[src/rtl/dmaag_pkg.sv]
package dmaag_pkg;

  typedef enum logic [1:0] {
    AM_HOLD = 2'b00,
    AM_UP   = 2'b01,
    AM_DOWN = 2'b10,
    AM_OFS  = 2'b11
  } step_mode_e;

  typedef enum logic [1:0] {
    SZ_BYTE = 2'b00,
    SZ_WORD = 2'b01,
    SZ_LONG = 2'b10
  } unit_size_e;

  typedef enum logic [1:0] {
    ST_IDLE  = 2'b00,
    ST_WAIT  = 2'b01,
    ST_READ  = 2'b10,
    ST_WRITE = 2'b11
  } eng_state_e;

  localparam int RING_MAX_BITS = 27;

  // bytes in one unit of the given size code
  function automatic logic [2:0] f_unit_bytes(input logic [1:0] sz);
    case (sz)
      SZ_BYTE: return 3'd1;
      SZ_WORD: return 3'd2;
      default: return 3'd4;
    endcase
  endfunction

  // largest aligned access that fits at this address with rem bytes left
  function automatic logic [1:0] f_piece_size(input logic [1:0] lo, input logic [2:0] rem);
    if (rem >= 3'd4 && lo == 2'b00) return SZ_LONG;
    else if (rem >= 3'd2 && !lo[0]) return SZ_WORD;
    else return SZ_BYTE;
  endfunction

endpackage

[src/rtl/dmaag_addr_unit.sv]
module dmaag_addr_unit
  import dmaag_pkg::*;
#(
  parameter int AW  = 32,
  parameter int RBW = 5
) (
  input  logic           clk,
  input  logic           rst_n,
  input  logic           load,
  input  logic [AW-1:0]  load_addr,
  input  logic [1:0]     mode,
  input  logic [AW-1:0]  offset,
  input  logic [RBW-1:0] ring_bits,
  input  logic [1:0]     size,
  input  logic [2:0]     idx,
  input  logic           upd,
  output logic [AW-1:0]  addr,
  output logic [AW-1:0]  piece_addr,
  output logic [1:0]     piece_size,
  output logic [2:0]     piece_bytes,
  output logic           wrap_evt
);

  // ones on the bits that are free to move
  function automatic logic [AW-1:0] f_region_mask(input logic [RBW-1:0] nb);
    int n;
    logic [AW-1:0] m;
    n = int'(nb);
    if (n > RING_MAX_BITS) n = RING_MAX_BITS;
    if (n > AW - 1) n = AW - 1;
    m = '0;
    for (int i = 0; i < AW; i++) m[i] = (nb == '0) || (i < n);
    return m;
  endfunction

  function automatic logic [AW-1:0] f_confine(input logic [AW-1:0] base,
                                              input logic [AW-1:0] raw,
                                              input logic [AW-1:0] m);
    return (base & ~m) | (raw & m);
  endfunction

  function automatic logic [AW-1:0] f_step_raw(input logic [AW-1:0] base,
                                               input logic [1:0] md,
                                               input logic [2:0] ub,
                                               input logic [AW-1:0] ofs);
    case (md)
      AM_HOLD: return base;
      AM_UP:   return base + AW'(ub);
      AM_DOWN: return base - AW'(ub);
      default: return base + ofs;
    endcase
  endfunction

  logic [AW-1:0] region_mask;
  logic          ring_on;
  logic [2:0]    unit_bytes;
  logic [AW-1:0] raw_next;
  logic [AW-1:0] next_addr;

  assign region_mask = f_region_mask(ring_bits);
  assign ring_on     = (ring_bits != '0);
  assign unit_bytes  = f_unit_bytes(size);
  assign raw_next    = f_step_raw(addr, mode, unit_bytes, offset);
  assign next_addr   = f_confine(addr, raw_next, region_mask);
  assign wrap_evt    = upd && ring_on && ((raw_next & ~region_mask) != (addr & ~region_mask));

  assign piece_addr  = f_confine(addr, addr + AW'(idx), region_mask);
  assign piece_size  = f_piece_size(piece_addr[1:0], unit_bytes - idx);
  assign piece_bytes = 3'd1 << piece_size;

  always_ff @(posedge clk or negedge rst_n) begin
    if (!rst_n)    addr <= '0;
    else if (load) addr <= load_addr;
    else if (upd)  addr <= next_addr;
  end

  AST_ADDR_HOLD: assert property (@(posedge clk) disable iff (!rst_n)
    (!upd && !load) |=> $stable(addr)) else $error("address moved mid-unit");

  AST_RING_UPPER: assert property (@(posedge clk) disable iff (!rst_n)
    (upd && ring_on && !load) |=> ((addr & ~$past(region_mask)) == ($past(addr) & ~$past(region_mask))))
    else $error("ring upper bits changed");

endmodule

[src/rtl/dmaag_ctrl.sv]
module dmaag_ctrl
  import dmaag_pkg::*;
#(
  parameter int CW = 16,
  parameter int BW = 4
) (
  input  logic          clk,
  input  logic          rst_n,
  input  logic          load,
  input  logic [CW-1:0] load_count,
  input  logic [BW-1:0] burst,
  input  logic          req,
  input  logic          bus_ready,
  input  logic [1:0]    size,
  input  logic [2:0]    piece_bytes,
  input  logic          wrap_hit,
  output eng_state_e    state,
  output logic [2:0]    idx,
  output logic          ack,
  output logic          upd,
  output logic          end_evt,
  output logic          esc_evt,
  output logic [CW-1:0] count
);

  logic [CW-1:0] burst_eff;
  logic [CW-1:0] blk_left;
  logic          short_req;
  logic          last_piece;
  logic [3:0]    idx_sum;

  assign burst_eff  = (burst == '0) ? CW'(1) : CW'(burst);
  assign short_req  = (count < burst_eff);
  assign ack        = (state == ST_WAIT) && req && !short_req;
  assign idx_sum    = {1'b0, idx} + {1'b0, piece_bytes};
  assign last_piece = (idx_sum == {1'b0, f_unit_bytes(size)});
  assign upd        = (state == ST_WRITE) && bus_ready && last_piece;
  assign end_evt    = (load && load_count == '0) || (upd && count == CW'(1));
  assign esc_evt    = ((state == ST_WAIT) && req && short_req)
                    || (upd && count != CW'(1) && wrap_hit);

  always_ff @(posedge clk or negedge rst_n) begin
    if (!rst_n) begin
      state    <= ST_IDLE;
      idx      <= '0;
      count    <= '0;
      blk_left <= '0;
    end else if (load) begin
      count    <= load_count;
      idx      <= '0;
      blk_left <= '0;
      state    <= (load_count == '0) ? ST_IDLE : ST_WAIT;
    end else begin
      case (state)
        ST_WAIT: begin
          if (ack) begin
            blk_left <= burst_eff;
            state    <= ST_READ;
          end else if (req) begin
            state <= ST_IDLE;
          end
        end
        ST_READ: begin
          if (bus_ready) begin
            if (last_piece) begin
              idx   <= '0;
              state <= ST_WRITE;
            end else begin
              idx <= idx_sum[2:0];
            end
          end
        end
        ST_WRITE: begin
          if (bus_ready) begin
            if (last_piece) begin
              idx      <= '0;
              count    <= count - CW'(1);
              blk_left <= blk_left - CW'(1);
              if (count == CW'(1) || wrap_hit) state <= ST_IDLE;
              else if (blk_left == CW'(1))     state <= ST_WAIT;
              else                             state <= ST_READ;
            end else begin
              idx <= idx_sum[2:0];
            end
          end
        end
        default: ;
      endcase
    end
  end

  AST_ACK_SINGLE: assert property (@(posedge clk) disable iff (!rst_n)
    (ack && !load) |=> !ack) else $error("ack longer than one cycle");

  AST_COUNT_STEP: assert property (@(posedge clk) disable iff (!rst_n)
    (upd && !load) |=> (count == $past(count) - CW'(1))) else $error("count step wrong");

  AST_ACTIVE_NONZERO: assert property (@(posedge clk) disable iff (!rst_n)
    (state != ST_IDLE) |-> (count != '0)) else $error("active with zero count");

endmodule

[src/rtl/dmaag_irq.sv]
module dmaag_irq (
  input  logic       clk,
  input  logic       rst_n,
  input  logic       end_evt,
  input  logic       esc_evt,
  input  logic [1:0] clr,
  output logic       irq_end,
  output logic       irq_esc
);

  always_ff @(posedge clk or negedge rst_n) begin
    if (!rst_n) begin
      irq_end <= 1'b0;
      irq_esc <= 1'b0;
    end else begin
      irq_end <= end_evt | (irq_end & ~clr[0]);
      irq_esc <= esc_evt | (irq_esc & ~clr[1]);
    end
  end

  AST_END_RAISED: assert property (@(posedge clk) disable iff (!rst_n)
    end_evt |=> irq_end) else $error("end flag missing");

  AST_ESC_RAISED: assert property (@(posedge clk) disable iff (!rst_n)
    esc_evt |=> irq_esc) else $error("escape flag missing");

  AST_FLAG_STICKY: assert property (@(posedge clk) disable iff (!rst_n)
    (irq_end && !clr[0]) |=> irq_end) else $error("end flag dropped");

endmodule

[src/rtl/dma_addr_gen.sv]
module dma_addr_gen
  import dmaag_pkg::*;
#(
  parameter int AW  = 32,
  parameter int CW  = 16,
  parameter int BW  = 4,
  parameter int RBW = 5
) (
  input  logic           clk,
  input  logic           rst_n,
  input  logic           cfg_load,
  input  logic [AW-1:0]  cfg_src_start,
  input  logic [AW-1:0]  cfg_dst_start,
  input  logic [CW-1:0]  cfg_units,
  input  logic [1:0]     cfg_unit_size,
  input  logic [1:0]     cfg_src_mode,
  input  logic [1:0]     cfg_dst_mode,
  input  logic [AW-1:0]  cfg_src_offset,
  input  logic [AW-1:0]  cfg_dst_offset,
  input  logic [RBW-1:0] cfg_src_ring,
  input  logic [RBW-1:0] cfg_dst_ring,
  input  logic           cfg_wrap_stop,
  input  logic [BW-1:0]  cfg_burst,
  input  logic           xfer_req,
  output logic           xfer_ack,
  output logic           bus_valid,
  output logic           bus_write,
  output logic [AW-1:0]  bus_addr,
  output logic [1:0]     bus_size,
  input  logic           bus_ready,
  output logic [AW-1:0]  src_addr,
  output logic [AW-1:0]  dst_addr,
  output logic [CW-1:0]  units_left,
  output logic           busy,
  output logic           irq_end,
  output logic           irq_esc,
  input  logic [1:0]     irq_clr
);

  localparam int NSIDE = 2;  // 0 = source, 1 = destination

  eng_state_e               state;
  logic [2:0]               idx;
  logic                     upd;
  logic                     end_evt;
  logic                     esc_evt;
  logic                     wrap_hit;
  logic [2:0]               act_bytes;

  logic [NSIDE-1:0][AW-1:0]  s_start, s_offset, s_addr, s_piece_addr;
  logic [NSIDE-1:0][1:0]     s_mode, s_piece_size;
  logic [NSIDE-1:0][RBW-1:0] s_ring;
  logic [NSIDE-1:0][2:0]     s_piece_bytes;
  logic [NSIDE-1:0]          s_wrap;

  assign s_start  = {cfg_dst_start, cfg_src_start};
  assign s_offset = {cfg_dst_offset, cfg_src_offset};
  assign s_mode   = {cfg_dst_mode, cfg_src_mode};
  assign s_ring   = {cfg_dst_ring, cfg_src_ring};

  for (genvar g = 0; g < NSIDE; g++) begin : g_side
    dmaag_addr_unit #(.AW(AW), .RBW(RBW)) i_addr (
      .clk         (clk),
      .rst_n       (rst_n),
      .load        (cfg_load),
      .load_addr   (s_start[g]),
      .mode        (s_mode[g]),
      .offset      (s_offset[g]),
      .ring_bits   (s_ring[g]),
      .size        (cfg_unit_size),
      .idx         ((state == ST_WRITE) == (g == 1) ? idx : 3'd0),
      .upd         (upd),
      .addr        (s_addr[g]),
      .piece_addr  (s_piece_addr[g]),
      .piece_size  (s_piece_size[g]),
      .piece_bytes (s_piece_bytes[g]),
      .wrap_evt    (s_wrap[g])
    );
  end

  assign bus_write = (state == ST_WRITE);
  assign act_bytes = s_piece_bytes[bus_write];
  assign wrap_hit  = cfg_wrap_stop && (|s_wrap);

  dmaag_ctrl #(.CW(CW), .BW(BW)) i_ctrl (
    .clk         (clk),
    .rst_n       (rst_n),
    .load        (cfg_load),
    .load_count  (cfg_units),
    .burst       (cfg_burst),
    .req         (xfer_req),
    .bus_ready   (bus_ready),
    .size        (cfg_unit_size),
    .piece_bytes (act_bytes),
    .wrap_hit    (wrap_hit),
    .state       (state),
    .idx         (idx),
    .ack         (xfer_ack),
    .upd         (upd),
    .end_evt     (end_evt),
    .esc_evt     (esc_evt),
    .count       (units_left)
  );

  dmaag_irq i_irq (
    .clk     (clk),
    .rst_n   (rst_n),
    .end_evt (end_evt),
    .esc_evt (esc_evt),
    .clr     (irq_clr),
    .irq_end (irq_end),
    .irq_esc (irq_esc)
  );

  assign bus_valid = (state == ST_READ) || (state == ST_WRITE);
  assign bus_addr  = s_piece_addr[bus_write];
  assign bus_size  = s_piece_size[bus_write];
  assign src_addr  = s_addr[0];
  assign dst_addr  = s_addr[1];
  assign busy      = (state != ST_IDLE);

  AST_BUS_ALIGNED: assert property (@(posedge clk) disable iff (!rst_n)
    bus_valid |-> ((bus_size != SZ_LONG || bus_addr[1:0] == 2'b00)
                && (bus_size != SZ_WORD || !bus_addr[0]))) else $error("misaligned access");

  AST_IDLE_QUIET: assert property (@(posedge clk) disable iff (!rst_n)
    !busy |-> (!bus_valid && !xfer_ack)) else $error("activity while idle");

endmodule

[config.mk]
export PLATFORM = sky130hd
export DESIGN_NAME = dma_addr_gen
export DESIGN_NICKNAME = d
export VERILOG_FILES = /design/src/rtl/dmaag_pkg.sv /design/src/rtl/dmaag_addr_unit.sv /design/src/rtl/dmaag_ctrl.sv /design/src/rtl/dmaag_irq.sv /design/src/rtl/dma_addr_gen.sv
export SDC_FILE = /design/constraint.sdc
export NUM_CORES = 1
export LEC_CHECK = 0
export ABC_AREA = 1
export BUFFER_PORTS_ARGS = -buffer_cell sky130_fd_sc_hd__buf_2
export CAP_MARGIN = 20
export CELL_PAD_IN_SITES_DETAIL_PLACEMENT = 0
export CELL_PAD_IN_SITES_GLOBAL_PLACEMENT = 1
export CORE_MARGIN = 5
export CORE_UTILIZATION = 40
export CTS_BUF_LIST = sky130_fd_sc_hd__clkbuf_4 sky130_fd_sc_hd__clkbuf_8 sky130_fd_sc_hd__clkbuf_16
export DETAILED_ROUTE_END_ITERATION = 10
export PLACE_DENSITY_LB_ADDON = 0.1
export SLEW_MARGIN = 20
export SYNTH_ARGS = -nofsm -noshare
export SYNTH_HDL_FRONTEND = slang
export SYNTH_SLANG_ARGS = --single-unit
[constraint.sdc]
create_clock -name clk -period 5.45 [get_ports clk]
set_input_delay 0.8175 -clock clk [delete_from_list [all_inputs] [get_ports clk]]
set_output_delay 0.8175 -clock clk [all_outputs]
set_load 0.005 [all_outputs]
# After elaboration in Yosys (flattened, before gate mapping)
# Index checks and enable logic that the tools add are counted.
# totals
ff_bits	103
word_cells	299
# op_classes
n_addsub	13
n_lt_le_gt_ge	74
n_eq_ne	20
shift	2
muxes	48
bitwise	20
reduce_logical	114
# op_table
cell	n
< comparator 6 x 32 -> 1 bit (first input constant)	32
< comparator 5 x 32 -> 1 bit (first input constant)	16
bitwise AND 32 bit	8
< comparator 4 x 32 -> 1 bit (first input constant)	8
2-to-1 mux 32 bit	8
case mux 32 bit (3 select lines)	2
adder 32 x 3 -> 32 bit	4
< comparator 3 x 32 -> 1 bit (first input constant)	4
2-to-1 mux 16 bit	8
OR 32 bit	4
logical OR 1 bit	68
adder 32 bit	2
< comparator 1 x 32 -> 1 bit (first input constant)	2
< comparator 2 x 32 -> 1 bit (first input constant)	2
inequality test 32 bit	2
NOT 32 bit	2
subtractor 32 x 3 -> 32 bit	2
equality test 16 x 1 -> 1 bit (second input constant)	2
case mux 16 bit (2 select lines)	1
subtractor 16 x 1 -> 16 bit (second input constant)	2
2-to-1 mux 2 bit	13
2-to-1 mux 3 bit	8
> comparator 5 bit (second input constant)	4
logical AND 1 bit	18
36 further kinds	69

# Longest topological paths before layout
# Gate-level depths: netlist (run 1).
# logic_depth
depth_word	29
ltp_mapped	44
mapped_depth_nobuf	44

# By module
# Synthesis (run 1) repeated with hierarchy kept, for this count alone.
# hier_totals
cells_unflattened	3375
area_unflattened_um2	18619.1
# modules_own_cells
mod	instances	cells_each	area_per_inst_um2	seq_area_each_um2
dmaag_addr_unit (g_side[1].i_addr)	1	1387	7428.4	800.8
dmaag_addr_unit (g_side[0].i_addr)	1	1382	7407.1	800.8
dmaag_ctrl	1	457	3103.0	925.9
dma_addr_gen	1	139	600.6	0.0
dmaag_irq	1	10	80.1	50.0

# Worst setup path after synthesis (run 1)
# Ideal clock, no wire load.
# synth_timing
path_type	reg-to-reg
from	register i_ctrl.state[0]
to	register i_ctrl.blk_left[14]
setup_ps	117
arrival_time_ps	4982
t_required_ps	5333
slack_ps	351
path_stages_with_launch	33
path_buffers	3
cell_sequence	dfrtp_1 -> ha_1 -> clkbuf_1 -> clkbuf_1 -> clkbuf_1 -> nand2_1 -> inv_1 -> ha_1 -> inv_1 -> fa_1 -> xor2_1 -> xor2_1 -> nor2_1 -> nand2_1 -> o21ai_0 -> nor2_1 -> ha_1 -> fa_1 -> xnor2_1 -> xnor2_1 -> a21oi_1 -> o2111a_2 -> nand3_2 -> nand2_2 -> inv_2 -> nand2_1 -> nand2_2 -> nor2_2 -> nand2_2 -> nor2_4 -> nand3_1 -> nor2_1 -> nor2_1
# synth_via
elab_chain_len	16
elab_cells_between_ends	43
classes_between	add/sub: 5; order compare: 4; eq/ne: 6; shift: 2; mux: 10; bitwise: 4; reduce/logical: 12
# synth_lines
item	line	text
start, declared	dmaag_ctrl.sv:17	output eng_state_e state,
start signal, assigned	dmaag_ctrl.sv:52	state <= (load_count == '0) ? ST_IDLE : ST_WAIT;
equality test 2 bit (*)	dma_addr_gen.sv:81	assign bus_write = (state == ST_WRITE);
via bus_write	dma_addr_gen.sv:27	output logic bus_write,
2-to-1 mux 3 bit	dma_addr_gen.sv:71	.idx ((state == ST_WRITE) == (g == 1) ? idx : 3'd0),
adder 32 x 3 -> 32 bit	dmaag_addr_unit.sv:67	assign piece_addr = f_confine(addr, addr + AW'(idx), region_mask);
bitwise AND 32 bit	dmaag_addr_unit.sv:39	return (base & ~m) | (raw & m);
OR 32 bit	dmaag_addr_unit.sv:39	
logical NOT 1 bit	dmaag_pkg.sv:37	else if (rem >= 3'd2 && !lo[0]) return SZ_WORD;
logical AND 1 bit	dmaag_pkg.sv:37	
2-to-1 mux 1 bit	dmaag_pkg.sv:37	
2-to-1 mux 2 bit	dmaag_pkg.sv:36	if (rem >= 3'd4 && lo == 2'b00) return SZ_LONG;
<< shifter 1 x 2 -> 3 bit	dmaag_addr_unit.sv:69	assign piece_bytes = 3'd1 << piece_size;
2-to-1 mux 3 bit (not written as such) (2 in a row)	dma_addr_gen.sv:82	assign act_bytes = s_piece_bytes[bus_write];
adder 3 x 3 -> 4 bit	dmaag_ctrl.sv:35	assign idx_sum = {1'b0, idx} + {1'b0, piece_bytes};
equality test 4 x 3 -> 1 bit	dmaag_ctrl.sv:36	assign last_piece = (idx_sum == {1'b0, f_unit_bytes(size)});
inequality test 3 x 2 -> 1 bit (no source line)	n/a	
AND reduction 4 bit (no source line)	n/a	
end signal, assigned	dmaag_ctrl.sv:57	blk_left <= burst_eff;
end signal, assigned	dmaag_ctrl.sv:78	blk_left <= blk_left - CW'(1);
end, declared	dmaag_ctrl.sv:27	logic [CW-1:0] blk_left;
# Mark *: on every way through the listed nets, which the timed path passes. The rest lies on a longest branch. The select of a mux whose other input is x is not followed.
# A chain may end at the register's enable or synchronous reset.

# Worst setup path in the final report (run 1)
# layout_timing
from	register i_ctrl.state[0]
to	output bus_addr[24]
# layout_via
elab_chain_len	7
elab_cells_between_ends	11
classes_between	add/sub: 2; eq/ne: 1; mux: 4; bitwise: 4
# layout_lines
item	line	text
equality test 2 bit (*)	dma_addr_gen.sv:71, dma_addr_gen.sv:81	
2-to-1 mux 3 bit	dma_addr_gen.sv:71	
adder 32 x 3 -> 32 bit	dmaag_addr_unit.sv:67	
bitwise AND 32 bit	dmaag_addr_unit.sv:39	
OR 32 bit	dmaag_addr_unit.sv:39	
2-to-1 mux 32 bit (not written as such) (*) (2 in a row)	dma_addr_gen.sv:116	assign bus_addr = s_piece_addr[bus_write];
end, declared	dma_addr_gen.sv:28	output logic [AW-1:0] bus_addr,
# Mark *: on every way between the ends. The rest lies on a longest branch, timed or not. The select of a mux whose other input is x is not followed.

==> impl_results.md, run 1 <==
- Outcome: finished clean
- Worst VDD drop: 0.185 mV
- Final Critical Period: 5190 ps
- Inserted Clock Buffers: 9
- Crit path kind: reg -> out
- Via count: 23,400
- Kind of end point of the critical path: primary output
- Pre-antenna DRT Iters: 6
- Syn Std Cell Area: 18,000 um2
- IO Pins: 292
- Iter 0 DRT Violations: 2,507
- CP startpoint kind: flip-flop
- Hold Path Stages: 1
- Routed len/inst: 19.8 um
- FILL cells: 4,954
- Max Cap Violations: 0
- DP Wirelength: 68.4 mm
- Reg2Reg Depth: 26
- Worst path cell trace: ha_2 -> nand2_1 -> inv_1 -> ha_1 -> inv_1 -> fa_1 -> or2_1 -> a21oi_1 -> nand3_1 -> nor2_1 -> nand2_1 -> nor3_1 -> nand2_2 -> nor3_2 -> nand3_1 -> nor3_2 -> a21oi_1 -> o21ai_2 -> o21ai_0 -> buf_2
- Crit-path max cell delay: 420 ps
- Worst hold path type: reg -> reg
- WP buf/inv: 3
- Drt total wl: 82.7 mm
- First-pass GRT wire length: 124 mm
- EDFF count, synth: 0
- Ys flop type: dfrtp_1
- Initial antenna violation count: 5
- Max H-tree Level: 3
- Vias in the first global route: 21,200
- Final setup viols: 0
- Slew Viols, Final: 0
- Drc violations: 0
- Place WS: -127 ps
- Crit Path Max Fanout: 5
- DIE AREA: 49,300 um2
- Synth Register Bits: 103
- CP delay by family, top: simple AND/OR/NAND/NOR gates
- Area grow syn2layout: 15.6%
- Slew @ Worst Pin: 930 ps
- P_leak: 11.3 nW
- Die W: 222 um
- Overall Power: 5.41 mW
- Core Region: 44,300 um2
- Clk_skew: 17.2 ps
- Clk sinks: 103
- GR Overflow Total: 0
- Buffers added on ports: 291
- Fmax: 193 MHz
- Layout cells sized above 1: 14.0%
- NumNets Final: 3,845
- Die Y: 222 um
- Final ANT Viol Nets: 0
- Row count: 77
- Slew HR: 37.3%
- Largest net degree at the start of global routing: 72
- Critical Path AT: 4380 ps
- PwrDens: 260 nW/um2
- Post-Syn Nets: 3,573
- DR vias/cell: 5.60
- Cells after synthesis: 3,299
- Clk pin slew, worst setup/hold paths: 80 ps
- Slowest CP cell: dfrtp_1
- Worst skew pair latency: 390 ps
- CTS Root Cell: clkbuf_16
- Sequential share of the synthesized area: 14.3%
- Async S/R FF share, synth: 100%
- Synthesized area per cell: 5.45 um2
- Tcrit/Tclk final: 95.3%
- Fin util: 46.9%
- CP required: 4630 ps
- Fin Hold WS: 497 ps
- Starting density of the core: 40.6%
- Yosys warning count: 0
- Critical path depth: 20
- Total track usage: 31.8%
- Clk buf depth: 2
- Final setup margin: 256 ps
- Hold Fails Final Rpt: 0
- Number of distinct library cells after synthesis: 63
- Gp weighted congestion: 0.984
- CTS tree: done
-- layer usage --
metal / vias up / track usage [%] / wire, um
li1: 11300 / - / -
met1: 10900 / 47.0 / 38000
met4: 8 / 8.59 / 2450
met3: 114 / 6.47 / 8030
met5: - / 0 / 48
met2: 1094 / 46.9 / 34100
-- cell type report --
type	count	area, um2	area share, %
Clock buffer	10	233	1.12
Clock inverter	6	56.3	0.271
Inverter	582	2190	10.5
Tap cell	592	741	3.56
Timing Repair Buffer	342	1870	8.99
Antenna cell	2	5.00	0.0241
Multi-Input combinational cell	2533	13100	63.1
Sequential cell	103	2580	12.4
-- path summary, 6_finish.rpt --
kind                                    startpoint                         end  slack (ps)
max in group asynchronous                    rst_n  asynchronous set/reset pin        3680
worst min-delay path            i_ctrl.blk_left[8]          i_ctrl.blk_left[8]         500
min in group asynchronous                    rst_n             i_ctrl.count[7]         540
worst max register to register     i_ctrl.state[0]         i_ctrl.blk_left[11]         350
worst max-delay path               i_ctrl.state[0]                bus_addr[24]         260
worst min register to register  i_ctrl.blk_left[8]          i_ctrl.blk_left[8]         500
-- cell usage after synthesis, drive strengths merged, types with 15 or more instances --
master / count / share of area (%)
buf: 15 / 0.44
a21oi: 132 / 3.8
o21ai: 272 / 7.6
dfrtp: 103 / 14
nor4: 19 / 0.70
clkbuf: 66 / 1.4
nand4: 124 / 4.3
and2: 16 / 0.56
nand3: 216 / 6.2
ha: 95 / 6.6
inv: 580 / 12
o22ai: 32 / 1.1
o211ai: 25 / 1.0
xor2: 42 / 2.0
nor2: 364 / 8.2
nand2: 994 / 21
nor3: 79 / 2.5
-- report_power, final --
part | switching, mW | internal [mW] | leakage (nW)
Clock | 0.375 | 0.328 | 0.141
Combinational | 2.41 | 1.16 | 9.89
Sequential | 0.252 | 0.884 | 1.25
-- logic make-up (layout without fill, tap and decap cells) --
kind of cell             Yosys count  count (layout)  share of synthesized area [%]
buffers and inverters            663             940                           14.0
flip-flops                       103             103                           14.3
AO/OA/AOI/OAI                    539             539                           17.0
XOR/XNOR                          51              51                           2.48
multiplexers                       1               1                         0.0626
adder cells (fa/ha/maj)          102             102                           7.39
other                              0               2                              0
AND/OR/NAND/NOR                 1840            1840                           44.7
-- metrics by stage --
step	cell area, um2	setup TNS [ps]	cells
after floorplan	18000	0	3299
after global placement	20200	0	4147
after detailed placement	20200	-327	4147
after CTS	20500	0	4163
after global routing	20800	-54.1	4168
final	20800	0	4170
-- cells in the final DEF (no fill, tap or decap), drive strengths merged, types with 3 or more instances in the layout --
| cell type | count |
|---|---|
| and2 | 16 |
| nor2 | 364 |
| clkinv | 3 |
| a211oi | 4 |
| xnor2 | 9 |
| nand2 | 994 |
| o221ai | 13 |
| ha | 95 |
| nor4 | 19 |
| o21bai | 7 |
| xor2 | 42 |
| o31ai | 12 |
| inv | 584 |
| nor3 | 79 |
| fa | 7 |
| a311oi | 3 |
| o311ai | 5 |
| o211ai | 25 |
| nand4 | 124 |
| nand3b | 13 |
| a21o | 4 |
| nand3 | 216 |
| o32ai | 3 |
| dfrtp | 103 |
| a31oi | 11 |
| or2 | 7 |
| o22ai | 32 |
| buf | 342 |
| o2111ai | 4 |
| clkbuf | 10 |
| a21oi | 132 |
| a221o | 3 |
| o21ai | 272 |
-- what timing repair did --
item | in CTS | in global routing
hold buffers | 0 | 0
endpoints found under the setup margin | 1 | 17
gates resized for setup | 1 | 53
pin swaps | 0 | 6
setup buffers | 0 | 5
No activity file was read; power rests on OpenSTA's default activity.
==> run 2, diff against run 1 <==
Settings changed: SYNTH_HIERARCHICAL set to 1.
==> impl_results.md, run 2 <==
- DP Wirelength: 65.6 mm (was 68.4 mm)
- Final setup viols: 0 (unchanged)
- Most used cell, CP: nand2_1
- Via count: 22,700 (was 23,400)
- RSZ-0062 raised after global routing: true
- Row count: 79 (was 77)
- Clk_skew: 19.3 ps (was 17.2 ps)
- Starting density of the core: 40.2% (was 40.6%)
- Max H-tree Level: 3 (unchanged)
- Finished Layout Cells: 4,266 (was 4,170)
- Clk sinks: 103 (unchanged)
- Final ANT Viol Nets: 0 (unchanged)
- Synthesized area per cell: 5.52 um2 (was 5.45 um2)
- Cells after synthesis: 3,375 (was 3,299)
- CTS tree: done (unchanged)
- Synth top area cells: nand2_1, dfrtp_1, inv_1 (unchanged)
- Die W: 226 um (was 222 um)
- Crit-path max cell delay: 370 ps (was 420 ps)
- Max Cap Violations: 0 (unchanged)
- DIE AREA: 51,000 um2 (was 49,300 um2)
- Number of distinct library cells after synthesis: 67 (was 63)
- Top post-synthesis cells by count: nand2_1, inv_1, nor2_1, nand3_1, o21ai_0 (was nand2_1, inv_1, nor2_1, o21ai_0, nand3_1)
- EDFF count, synth: 0 (unchanged)
- Register area: 2580 um2 (unchanged)
- Layout cells sized above 1: 15.3% (was 14.0%)
- Multi-input gate area: 13,600 um2 (was 13,100 um2)
- Inst Count DP: 4,246 (was 4,147)
- Synth Register Bits: 103 (unchanged)
- Post-route design area: 21,300 um2 (was 20,800 um2)
- Slew HR: 34.9% (was 37.3%)
- Kind of end point of the critical path: flip-flop (was primary output)
- Vias in the first global route: 21,400 (was 21,200)
- Drt total wl: 79.0 mm (was 82.7 mm)
- Worst VDD drop: 0.144 mV (was 0.185 mV)
- Initial antenna violation count: 6 (was 5)
- Syn Std Cell Area: 18,600 um2 (was 18,000 um2)
- Sequential share of the synthesized area: 13.8% (was 14.3%)
- Tcrit/Tclk final: 92.5% (was 95.3%)
- DR vias/cell: 5.32 (was 5.60)
- Hold Fails Final Rpt: 0 (unchanged)
- Clk pin slew, worst setup/hold paths: 90 ps (was 80 ps)
- Die Y: 226 um (was 222 um)
- Iter 0 DRT Violations: 1,871 (was 2,507)
- Inserted Clock Buffers: 9 (unchanged)
- Pre-antenna DRT Iters: 6 (unchanged)
- Drc violations: 0 (unchanged)
- Slew Viols, Final: 0 (unchanged)
- CP startpoint kind: input port (was flip-flop)
- Fmax: 198 MHz (was 193 MHz)
- Slowest CP cell: ha_1 (was dfrtp_1)
- NumNets Final: 3,926 (was 3,845)
- Post-DP Area: 20,900 um2 (was 20,200 um2)
- Worst setup path start: cfg_src_offset[0] (was i_ctrl.state[0])
- Core Region: 46,300 um2 (was 44,300 um2)
- Ys flop type: dfrtp_1 (unchanged)
- Crit Path Max Fanout: 5 (unchanged)
- FF-to-FF setup slack: 610 ps (was 350 ps)
- Worst skew pair latency: 410 ps (was 390 ps)
- GR Overflow Total: 0 (unchanged)
- Most common cell after layout, fill and taps aside: nand2_1 (unchanged)
- Slew @ Worst Pin: 975 ps (was 930 ps)
- P_leak: 11.9 nW (was 11.3 nW)
- Crit path kind: in -> reg (was reg -> out)
- Critical Path AT: 5390 ps (was 4380 ps)
- Outcome: finished clean (unchanged)
- First-pass GRT wire length: 120 mm (was 124 mm)
- Buffers added on ports: 291 (unchanged)
- Count leader, synth: nand2_1 (unchanged)
- IO Pins: 292 (unchanged)
- CP required: 5800 ps (was 4630 ps)
- Routed len/inst: 18.5 um (was 19.8 um)
- Final Critical Period: 5040 ps (was 5190 ps)
- Largest net degree at the start of global routing: 73 (was 72)
- Clk buf depth: 2 (unchanged)
- Critical R2R Launch: i_ctrl/state[0] (was i_ctrl.state[0])
- Most frequent cells in the layout: nand2_1, inv_1, nor2_1, buf_2, nand3_1 (was nand2_1, inv_1, nor2_1, buf_2, o21ai_0)
- Async S/R FF share, synth: 100% (unchanged)
- Total track usage: 29.9% (was 31.8%)
- Cell taking the most area after synthesis: nand2_1 (unchanged)
- Fin util: 46.0% (was 46.9%)
- Yosys warning count: 6 (was 0)
- Worst hold path type: in -> async (was reg -> reg)
- Post-synth top area share: 21.7% (was 20.3%)
- Gp weighted congestion: 0.974 (was 0.984)
- Post-Syn Nets: 3,649 (was 3,573)
- CTS Root Cell: clkbuf_16 (unchanged)
- PwrDens: 271 nW/um2 (was 260 nW/um2)
- Area grow syn2layout: 14.4% (was 15.6%)
- FILL cells: 5,201 (was 4,954)
==> run 2: path summary, 6_finish.rpt <==
check                                             end  depth (start not counted)
max                                   i_ctrl/state[0]                         37
min                                  i_ctrl/count[10]                          1
max reg2reg                                 flip-flop                         25
min reg2reg                             i_irq/irq_end                          2
max in group asynchronous  asynchronous set/reset pin                          2
min in group clk                        i_irq/irq_end                          2
==> run 2: cell families (layout without fill, tap and decap cells) <==
logic type / after synthesis / count (layout) / synth area share (%)
xor+xnor: 89 / 89 / 4.19
simple gates: 1989 / 1989 / 46.9
mux: 2 / 2 / 0.108
flops: 103 / 103 / 13.8
buf+inv: 658 / 939 / 13.9
fa+ha+maj: 102 / 102 / 7.14
other cells: 0 / 3 / 0
compound gates: 432 / 432 / 14.0
==> run 2: power breakdown <==
part           internal, mW  switching [mW]  total [mW]  leakage, nW
sequential            0.872           0.253        1.13         1.26
combinational          1.31            2.62        3.93         10.5
clock                 0.322           0.386       0.708        0.141
==> run 2: what timing repair did <==
item | in CTS | in global routing
hold buffers | 0 | 0
gates resized for setup | 0 | 29
setup endpoints to repair | 0 | 3
buffers inserted | 0 | 2
==> run 2: cell type report <==
class	instances	share of cell area, %
clock buffers	9	1.06
diodes	3	0.0352
clock inverters	6	0.270
repair buffers	363	9.40
well taps	607	3.57
flip-flops and latches	103	12.1
multi-input cells	2614	63.7
inverters	561	9.90
==> run 2: through the flow <==
| stage | TNS (ps) | power, mW | setup slack [ps] | hold WS (ps) |
|---|---|---|---|---|
| final | 0 | 5.76 | 407 | 458 |
| after global routing | -36.1 | 6.30 | -23.3 | 508 |
| after CTS | 0 | 5.73 | 321 | 474 |
| after detailed placement | -177 | 5.00 | -119 | 464 |
| after global placement | -114 | 4.96 | -66.1 | 449 |
| after floorplan | 0 | 3.70 | 1080 | 463 |
==> run 2: critical path, delay by kind of cell <==
family	cells	cell delay, ps
adders and majority gates	2	530
buffers and inverters	5	500
xor gates and xnor gates	1	150
and+or+nand+nor	24	2590
AOI/OAI and AO/OA	5	800
==> run 2: layer usage <==
metal / global-route usage [%] / vias to the layer above / wire length (um) / part of all wire [%]
met4: 12.0 / 6 / 3290 / 4.2
met2: 52.1 / 781 / 38000 / 48
met1: 37.9 / 10400 / 33000 / 42
li1: - / 11400 / - / -
met3: 3.20 / 144 / 4730 / 6.0
met5: 0 / - / 38 / 0.048
